## config.mk

```make
export PLATFORM = sky130hd
export DESIGN_NAME = rst_recovery_ctrl
export DESIGN_NICKNAME = d
export VERILOG_FILES = /design/src/rtl/rsc_pkg.sv /design/src/rtl/rsc_pin_filter.sv /design/src/rtl/rsc_cause_arb.sv /design/src/rtl/rsc_seq_fsm.sv /design/src/rtl/rst_recovery_ctrl.sv
export SDC_FILE = /design/constraint.sdc
export NUM_CORES = 1
export LEC_CHECK = 0
export ABC_AREA = 1
export BUFFER_PORTS_ARGS = -buffer_cell sky130_fd_sc_hd__buf_2
export CAP_MARGIN = 20
export CORE_MARGIN = 10
export CORE_UTILIZATION = 59
export CTS_BUF_LIST = sky130_fd_sc_hd__clkbuf_8 sky130_fd_sc_hd__clkbuf_16
export CTS_CLUSTER_DIAMETER = 30
export DETAILED_ROUTE_END_ITERATION = 12
export GPL_TIMING_DRIVEN = 1
export PLACE_DENSITY = 0.84
export SKIP_CTS_REPAIR_TIMING = 1
export SLEW_MARGIN = 15
export SYNTH_ARGS = -nofsm -noshare
export SYNTH_HDL_FRONTEND = slang
export SYNTH_SLANG_ARGS = --single-unit
export TNS_END_PERCENT = 30
```

## constraint.sdc

```tcl
create_clock -name clk -period 3.4 [get_ports clk]
set_input_delay 0.68 -clock clk [delete_from_list [all_inputs] [get_ports clk]]
set_output_delay 0.68 -clock clk [all_outputs]
set_load 0.01 [all_outputs]
```

## src/rtl/rsc_pkg.sv

```systemverilog
`timescale 1ns/1ps
package rsc_pkg;

    localparam int CAUSE_W = 5;
    localparam int NREQ    = 6;

    localparam int C_POR  = 0;
    localparam int C_BO   = 1;
    localparam int C_WDT  = 2;
    localparam int C_EXT  = 3;
    localparam int C_STOP = 4;

    localparam logic [15:0] VEC_ADDR_LO = 16'h0002;
    localparam logic [15:0] VEC_ADDR_HI = 16'h0003;

    typedef enum logic [2:0] {
        SRC_NONE = 3'd0,
        SRC_POR  = 3'd1,
        SRC_BO   = 3'd2,
        SRC_WDT  = 3'd3,
        SRC_EXT  = 3'd4,
        SRC_DBG  = 3'd5,
        SRC_STOP = 3'd6
    } src_e;

    typedef enum logic [2:0] {
        PH_RUN     = 3'd0,
        PH_HOLD    = 3'd1,
        PH_PINWAIT = 3'd2,
        PH_VEC_LO  = 3'd3,
        PH_VEC_HI  = 3'd4
    } phase_e;

    typedef logic [CAUSE_W-1:0] cause_t;

    typedef struct packed {
        logic hit;
        src_e src;
    } pick_t;

    // Request slot i (0 = highest priority) maps to source i+1.
    function automatic src_e src_of_slot(input int unsigned slot);
        return src_e'(3'(slot + 1));
    endfunction

    function automatic cause_t cause_of(input src_e s);
        cause_t c;
        c = '0;
        case (s)
            SRC_POR, SRC_DBG: c[C_POR]  = 1'b1;
            SRC_BO:           c[C_BO]   = 1'b1;
            SRC_WDT:          c[C_WDT]  = 1'b1;
            SRC_EXT:          c[C_EXT]  = 1'b1;
            SRC_STOP:         c[C_STOP] = 1'b1;
            default:          c         = '0;
        endcase
        return c;
    endfunction

    function automatic logic drives_pin(input src_e s);
        return (s == SRC_POR) || (s == SRC_BO) || (s == SRC_WDT);
    endfunction

endpackage

```

## src/rtl/rsc_pin_filter.sv

```systemverilog
`timescale 1ns/1ps
module rsc_pin_filter #(
    parameter int unsigned SYNC_STAGES = 2,
    parameter int unsigned FILT_LEN    = 4
) (
    input  logic clk,
    input  logic rst,
    input  logic pin_n,
    output logic evt,
    output logic pin_low
);
    localparam int CNT_W = $clog2(FILT_LEN + 1);

    logic [SYNC_STAGES-1:0] sync_q;
    logic                   pin_s;
    logic [CNT_W-1:0]       low_cnt;

    generate
        if (SYNC_STAGES == 1) begin : g_one
            always_ff @(posedge clk) begin
                if (rst) sync_q <= '1;
                else     sync_q <= pin_n;
            end
        end else begin : g_chain
            always_ff @(posedge clk) begin
                if (rst) sync_q <= '1;
                else     sync_q <= {sync_q[SYNC_STAGES-2:0], pin_n};
            end
        end
    endgenerate

    assign pin_s = sync_q[SYNC_STAGES-1];

    // Saturating count of consecutive low synchronized samples.
    always_ff @(posedge clk) begin
        if (rst || pin_s)
            low_cnt <= '0;
        else if (low_cnt != CNT_W'(FILT_LEN))
            low_cnt <= low_cnt + 1'b1;
    end

    // One event on the FILT_LEN-th low sample; a held pin does not re-fire.
    assign evt     = !pin_s && (low_cnt == CNT_W'(FILT_LEN - 1));
    assign pin_low = !pin_s;

endmodule

```

## src/rtl/rsc_cause_arb.sv

```systemverilog
`timescale 1ns/1ps
module rsc_cause_arb
    import rsc_pkg::*;
(
    input  logic [NREQ-1:0] req_vec,
    output pick_t           pick
);
    always_comb begin
        pick.hit = 1'b0;
        pick.src = SRC_NONE;
        for (int i = NREQ - 1; i >= 0; i--) begin
            if (req_vec[i]) begin
                pick.hit = 1'b1;
                pick.src = src_of_slot(i);
            end
        end
    end
endmodule

```

## src/rtl/rsc_seq_fsm.sv

```systemverilog
`timescale 1ns/1ps
module rsc_seq_fsm
    import rsc_pkg::*;
#(
    parameter int unsigned POST_DLY      = 16,
    parameter int unsigned STOP_IPO_DLY  = 66,
    parameter int unsigned STOP_XTAL_DLY = 5000
) (
    input  logic   clk,
    input  logic   rst,
    input  pick_t  pick,
    input  logic   xtal_en,
    input  logic   pin_low,
    output phase_e phase,
    output src_e   src,
    output cause_t cause,
    output logic   fresh
);
    localparam int unsigned MAX_A   = (POST_DLY > STOP_IPO_DLY) ? POST_DLY : STOP_IPO_DLY;
    localparam int unsigned MAX_DLY = (MAX_A > STOP_XTAL_DLY) ? MAX_A : STOP_XTAL_DLY;
    localparam int          CNT_W   = $clog2(MAX_DLY + 1);

    logic [CNT_W-1:0] left;
    logic [CNT_W-1:0] load_val;
    logic             open_win;
    logic             accept;

    assign open_win = (phase == PH_RUN) || (phase == PH_VEC_LO) || (phase == PH_VEC_HI);
    assign accept   = open_win && pick.hit;

    always_comb begin
        if (pick.src == SRC_STOP)
            load_val = xtal_en ? CNT_W'(STOP_XTAL_DLY - 1) : CNT_W'(STOP_IPO_DLY - 1);
        else
            load_val = CNT_W'(POST_DLY - 1);
    end

    always_ff @(posedge clk) begin
        if (rst) begin
            phase <= PH_HOLD;
            left  <= CNT_W'(POST_DLY - 1);
            src   <= SRC_POR;
            cause <= cause_of(SRC_POR);
            fresh <= 1'b1;
        end else begin
            fresh <= 1'b0;
            if (accept) begin
                phase <= PH_HOLD;
                left  <= load_val;
                src   <= pick.src;
                cause <= cause_of(pick.src);
                fresh <= 1'b1;
            end else begin
                case (phase)
                    PH_HOLD: begin
                        if (left == '0)
                            phase <= (src == SRC_EXT && pin_low) ? PH_PINWAIT : PH_VEC_LO;
                        else
                            left <= left - 1'b1;
                    end
                    PH_PINWAIT: if (!pin_low) phase <= PH_VEC_LO;
                    PH_VEC_LO:  phase <= PH_VEC_HI;
                    default:    phase <= PH_RUN;
                endcase
            end
        end
    end
endmodule

```

## src/rtl/rst_recovery_ctrl.sv

```systemverilog
`timescale 1ns/1ps
module rst_recovery_ctrl
    import rsc_pkg::*;
#(
    parameter int unsigned FILT_LEN      = 4,
    parameter int unsigned POST_DLY      = 16,
    parameter int unsigned STOP_IPO_DLY  = 66,
    parameter int unsigned STOP_XTAL_DLY = 5000
) (
    input  logic        clk,
    input  logic        rst,
    input  logic        ext_rst_n,
    input  logic        por_req,
    input  logic        bo_req,
    input  logic        wdt_req,
    input  logic        dbg_req,
    input  logic        stop_wake,
    input  logic        xtal_en,
    output logic        core_rst,
    output logic        sys_rst,
    output logic        dbg_rst,
    output logic        pin_drive_en,
    output logic [4:0]  cause,
    output logic        dbg_req_clr,
    output logic        osc_force_ipo,
    output logic        vec_fetch,
    output logic [15:0] vec_addr
);
    logic            ext_evt;
    logic            ext_low;
    logic [NREQ-1:0] req_vec;
    pick_t           pick;
    phase_e          phase;
    src_e            src;
    cause_t          cause_q;
    logic            fresh;

    rsc_pin_filter #(
        .SYNC_STAGES (2),
        .FILT_LEN    (FILT_LEN)
    ) u_filter (
        .clk     (clk),
        .rst     (rst),
        .pin_n   (ext_rst_n),
        .evt     (ext_evt),
        .pin_low (ext_low)
    );

    // Slot order is the priority order (slot 0 wins).
    assign req_vec = {stop_wake, dbg_req, ext_evt, wdt_req, bo_req, por_req};

    rsc_cause_arb u_arb (
        .req_vec (req_vec),
        .pick    (pick)
    );

    rsc_seq_fsm #(
        .POST_DLY      (POST_DLY),
        .STOP_IPO_DLY  (STOP_IPO_DLY),
        .STOP_XTAL_DLY (STOP_XTAL_DLY)
    ) u_fsm (
        .clk     (clk),
        .rst     (rst),
        .pick    (pick),
        .xtal_en (xtal_en),
        .pin_low (ext_low),
        .phase   (phase),
        .src     (src),
        .cause   (cause_q),
        .fresh   (fresh)
    );

    assign core_rst      = (phase == PH_HOLD) || (phase == PH_PINWAIT);
    assign sys_rst       = core_rst && (src != SRC_STOP);
    assign dbg_rst       = sys_rst && (src != SRC_DBG);
    assign pin_drive_en  = (phase == PH_HOLD) && drives_pin(src);
    assign dbg_req_clr   = fresh && (src == SRC_DBG);
    assign osc_force_ipo = fresh && (src == SRC_STOP);
    assign vec_fetch     = (phase == PH_VEC_LO) || (phase == PH_VEC_HI);
    assign vec_addr      = (phase == PH_VEC_LO) ? VEC_ADDR_LO :
                           (phase == PH_VEC_HI) ? VEC_ADDR_HI : 16'h0000;
    assign cause         = cause_q;

endmodule

```

==> out/summary.txt <==
min cycle time layout - 2.09 ns
number of global-route vias before repair - 1611
Critical Path RT - 2.72 ns
Port Buffer Count - 22
ys flop type - dfxtp_1
maximum fanout along the worst path - 3
CP startpoint kind - flop
leakage - 1.09 nW
final setup TNS - 0 ns
gr usage total - 12.7%
drt wl/cell - 10.9 um
area share of the largest cell type after synthesis - 31.6%
fin crit share - 61.3%
Fin. Hold Viols - 0
H-tree levels - 2
maxcap violations - 0
outcome - complete, no violations
Worst Path Class, Setup - flop to output pin
First-pass DRT Iterations - 4
Total Die Area - 0.00589 mm^2
Finished Layout Cells - 356
pwr dens - 350 mW/mm^2
Max transition margin - 65.0%
multiplexer share of the synthesized area - 0%
HPWL Detailed - 3.03 mm
final antenna-violating net count - 0
row count - 20
Nets - 325
sequential share of the synthesized area - 31.6%
total number of vias - 1718
CTS root buf - clkbuf_8
Gate Count Post-Synth - 289
Post-synth EDFFs - 0
Final setup violation count - 0
DRC violation total after the first TritonRoute iteration - 143
CTS Buf Count - 5
Adder-Cell Fraction of Synth Area - 3.30%
Worst Max-Slew Pin Slew - 0.522 ns
combinational family with the most area after synthesis - simple AND/OR/NAND/NOR gates
most area-consuming cells after synthesis - dfxtp_1 32%, nand2_1 12%, inv_1 10%
vias per cell - 4.83
Synth Area in Compound Gates - 9.49%
flops & latches, synth - 30
Area after DPL - 0.00196 mm^2
dpl cells - 348
most frequent cells in the layout - 61 x nand2_1, 51 x inv_1, 38 x nor2_1
syn_area_per_cell - 6.57 um^2
Mapped Area - 0.00190 mm^2
Critical Path End Type - output pin
die width - 76.7 um
Hold Crit Class - flop to flop
GP Congestion - 0.859
Ys Warns - 0
commonest non-fill, non-tap cell in the layout - nand2_1
design area - 0.00206 mm^2
Worst-path clk slew - 0.07 ns
VDD IR-drop max - 0.000282 V
critical path arrival - 1.41 ns
Starting Density - 61.7%
CTS tree - yes
share of layout cells above drive strength 1 - 15.4%
routed wire length - 3.87 mm
simple-gate share of the synthesized area - 36.6%
area grow syn2layout - 8.44%
f_max - 479 MHz
drt drc - 0
ys async rst share - 0%
Top Ports - 37
Max Root-Sink Buffers - 2
Core ar. - 0.00308 mm^2
grt total ovfl - 0
clock skew - 0.00797 ns
initial antenna violation count - 0
largest net degree at the start of global routing - 19
Synth Area in XOR/XNOR - 0%
global-route wire length before repair - 6.53 mm
final count of pins violating max slew - 0
Inserted Diodes - 0
clock net sink count - 30
leading area contributor after synthesis - dfxtp_1
Worst-Skew Late Latency - 0.28 ns
RSZ-0062 raised after global routing - no
library cells used by synthesis - 33
Die Y - 76.7 um
[cell families (layout without fill, tap and decap cells)]
group           after synthesis  after routing
fa+ha+maj                     5              5
other cells                   1             14
flops                        30             30
simple gates                152            152
buf+inv                      74             84
compound gates               27             27
[metal layers]
metal,track usage (%),part of all wire (%),vias to the layer above
li1,-,-,917
met1,15.2,46,741
met2,20.5,43,56
met3,4.90,10,4
met4,3.90,0.78,0
met5,0,0,-
[worst max-delay path: stages, from the launching register on]
cell and delay [ns]:
dfxtp_1 0.35, inv_1 0.06, nor3_1 0.22, inv_1 0.10, nand2_1 0.09, inv_1 0.08
nor2_1 0.08, buf_2 0.13
[cell type report]
type	count	area [um^2]
clock buffers	6	82.6
flip-flops and latches	30	601
inverters	54	208
fillers	277	1020
clock inverters	2	12.5
repair buffers	22	110
well taps	44	55.1
multi-input cells	198	990
[Yosys cell counts (2+ instances only)]
cell type and instances:
o211ai_1 2, or2_2 2, nor2_1 38, nor3_2 2, nand2_1 61, inv_4 2
nand4_1 4, buf_2 2, nor3_1 5, buf_4 15, o21ai_0 10, o21ai_2 4
ha_1 5, dfxtp_1 30, o21ai_1 2, buf_6 2, nand3_1 33, a21oi_1 5
inv_1 51
[per-stage QoR]
step / hold slack (ns) / total power [W] / utilization [%] / worst slack (ns)
6_report: 0.409 / 0.000721 / 66.9 / 1.31
4_1_cts: 0.410 / 0.000723 / 66.9 / 1.33
3_3_place_gp: 0.393 / 0.000426 / 63.8 / 1.31
2_1_floorplan: 0.389 / 0.000427 / - / 1.64
5_1_grt: 0.429 / 0.000745 / 66.9 / 1.20
3_5_place_dp: 0.394 / 0.000427 / 63.8 / 1.21
[final timing paths]
| check | cells past startpoint | startpoint | slack, ns | to |
|---|---|---|---|---|
| max | 7 | u_fsm.phase[1] | 1.31 | sys_rst |
| min | 1 | u_filter.sync_q[0] | 0.41 | u_filter.sync_q[1] |
| max reg2reg | 10 | u_filter.low_cnt[0] | 1.39 | u_fsm.left[6] |
| min reg2reg | 1 | u_filter.sync_q[0] | 0.41 | u_filter.sync_q[1] |
[report_power, final]
| part | switching (W) | leakage, nW | internal (W) |
|---|---|---|---|
| Clock | 0.000138 | 0.0472 | 0.000162 |
| Combinational | 0.0000415 | 0.798 | 0.0000187 |
| Sequential | 0.00000338 | 0.243 | 0.000357 |
| Total | 0.000183 | 1.09 | 0.000538 |
[registers in the layout, summed over array words and instances, names as in the netlist]
register,count
u_filter.low_cnt,3
u_fsm.left,13
u_fsm.fresh,1
u_fsm.cause,5
u_fsm.src,3
u_fsm.phase,3
u_filter.sync_q,2
(Power assumes the default switching activity.)
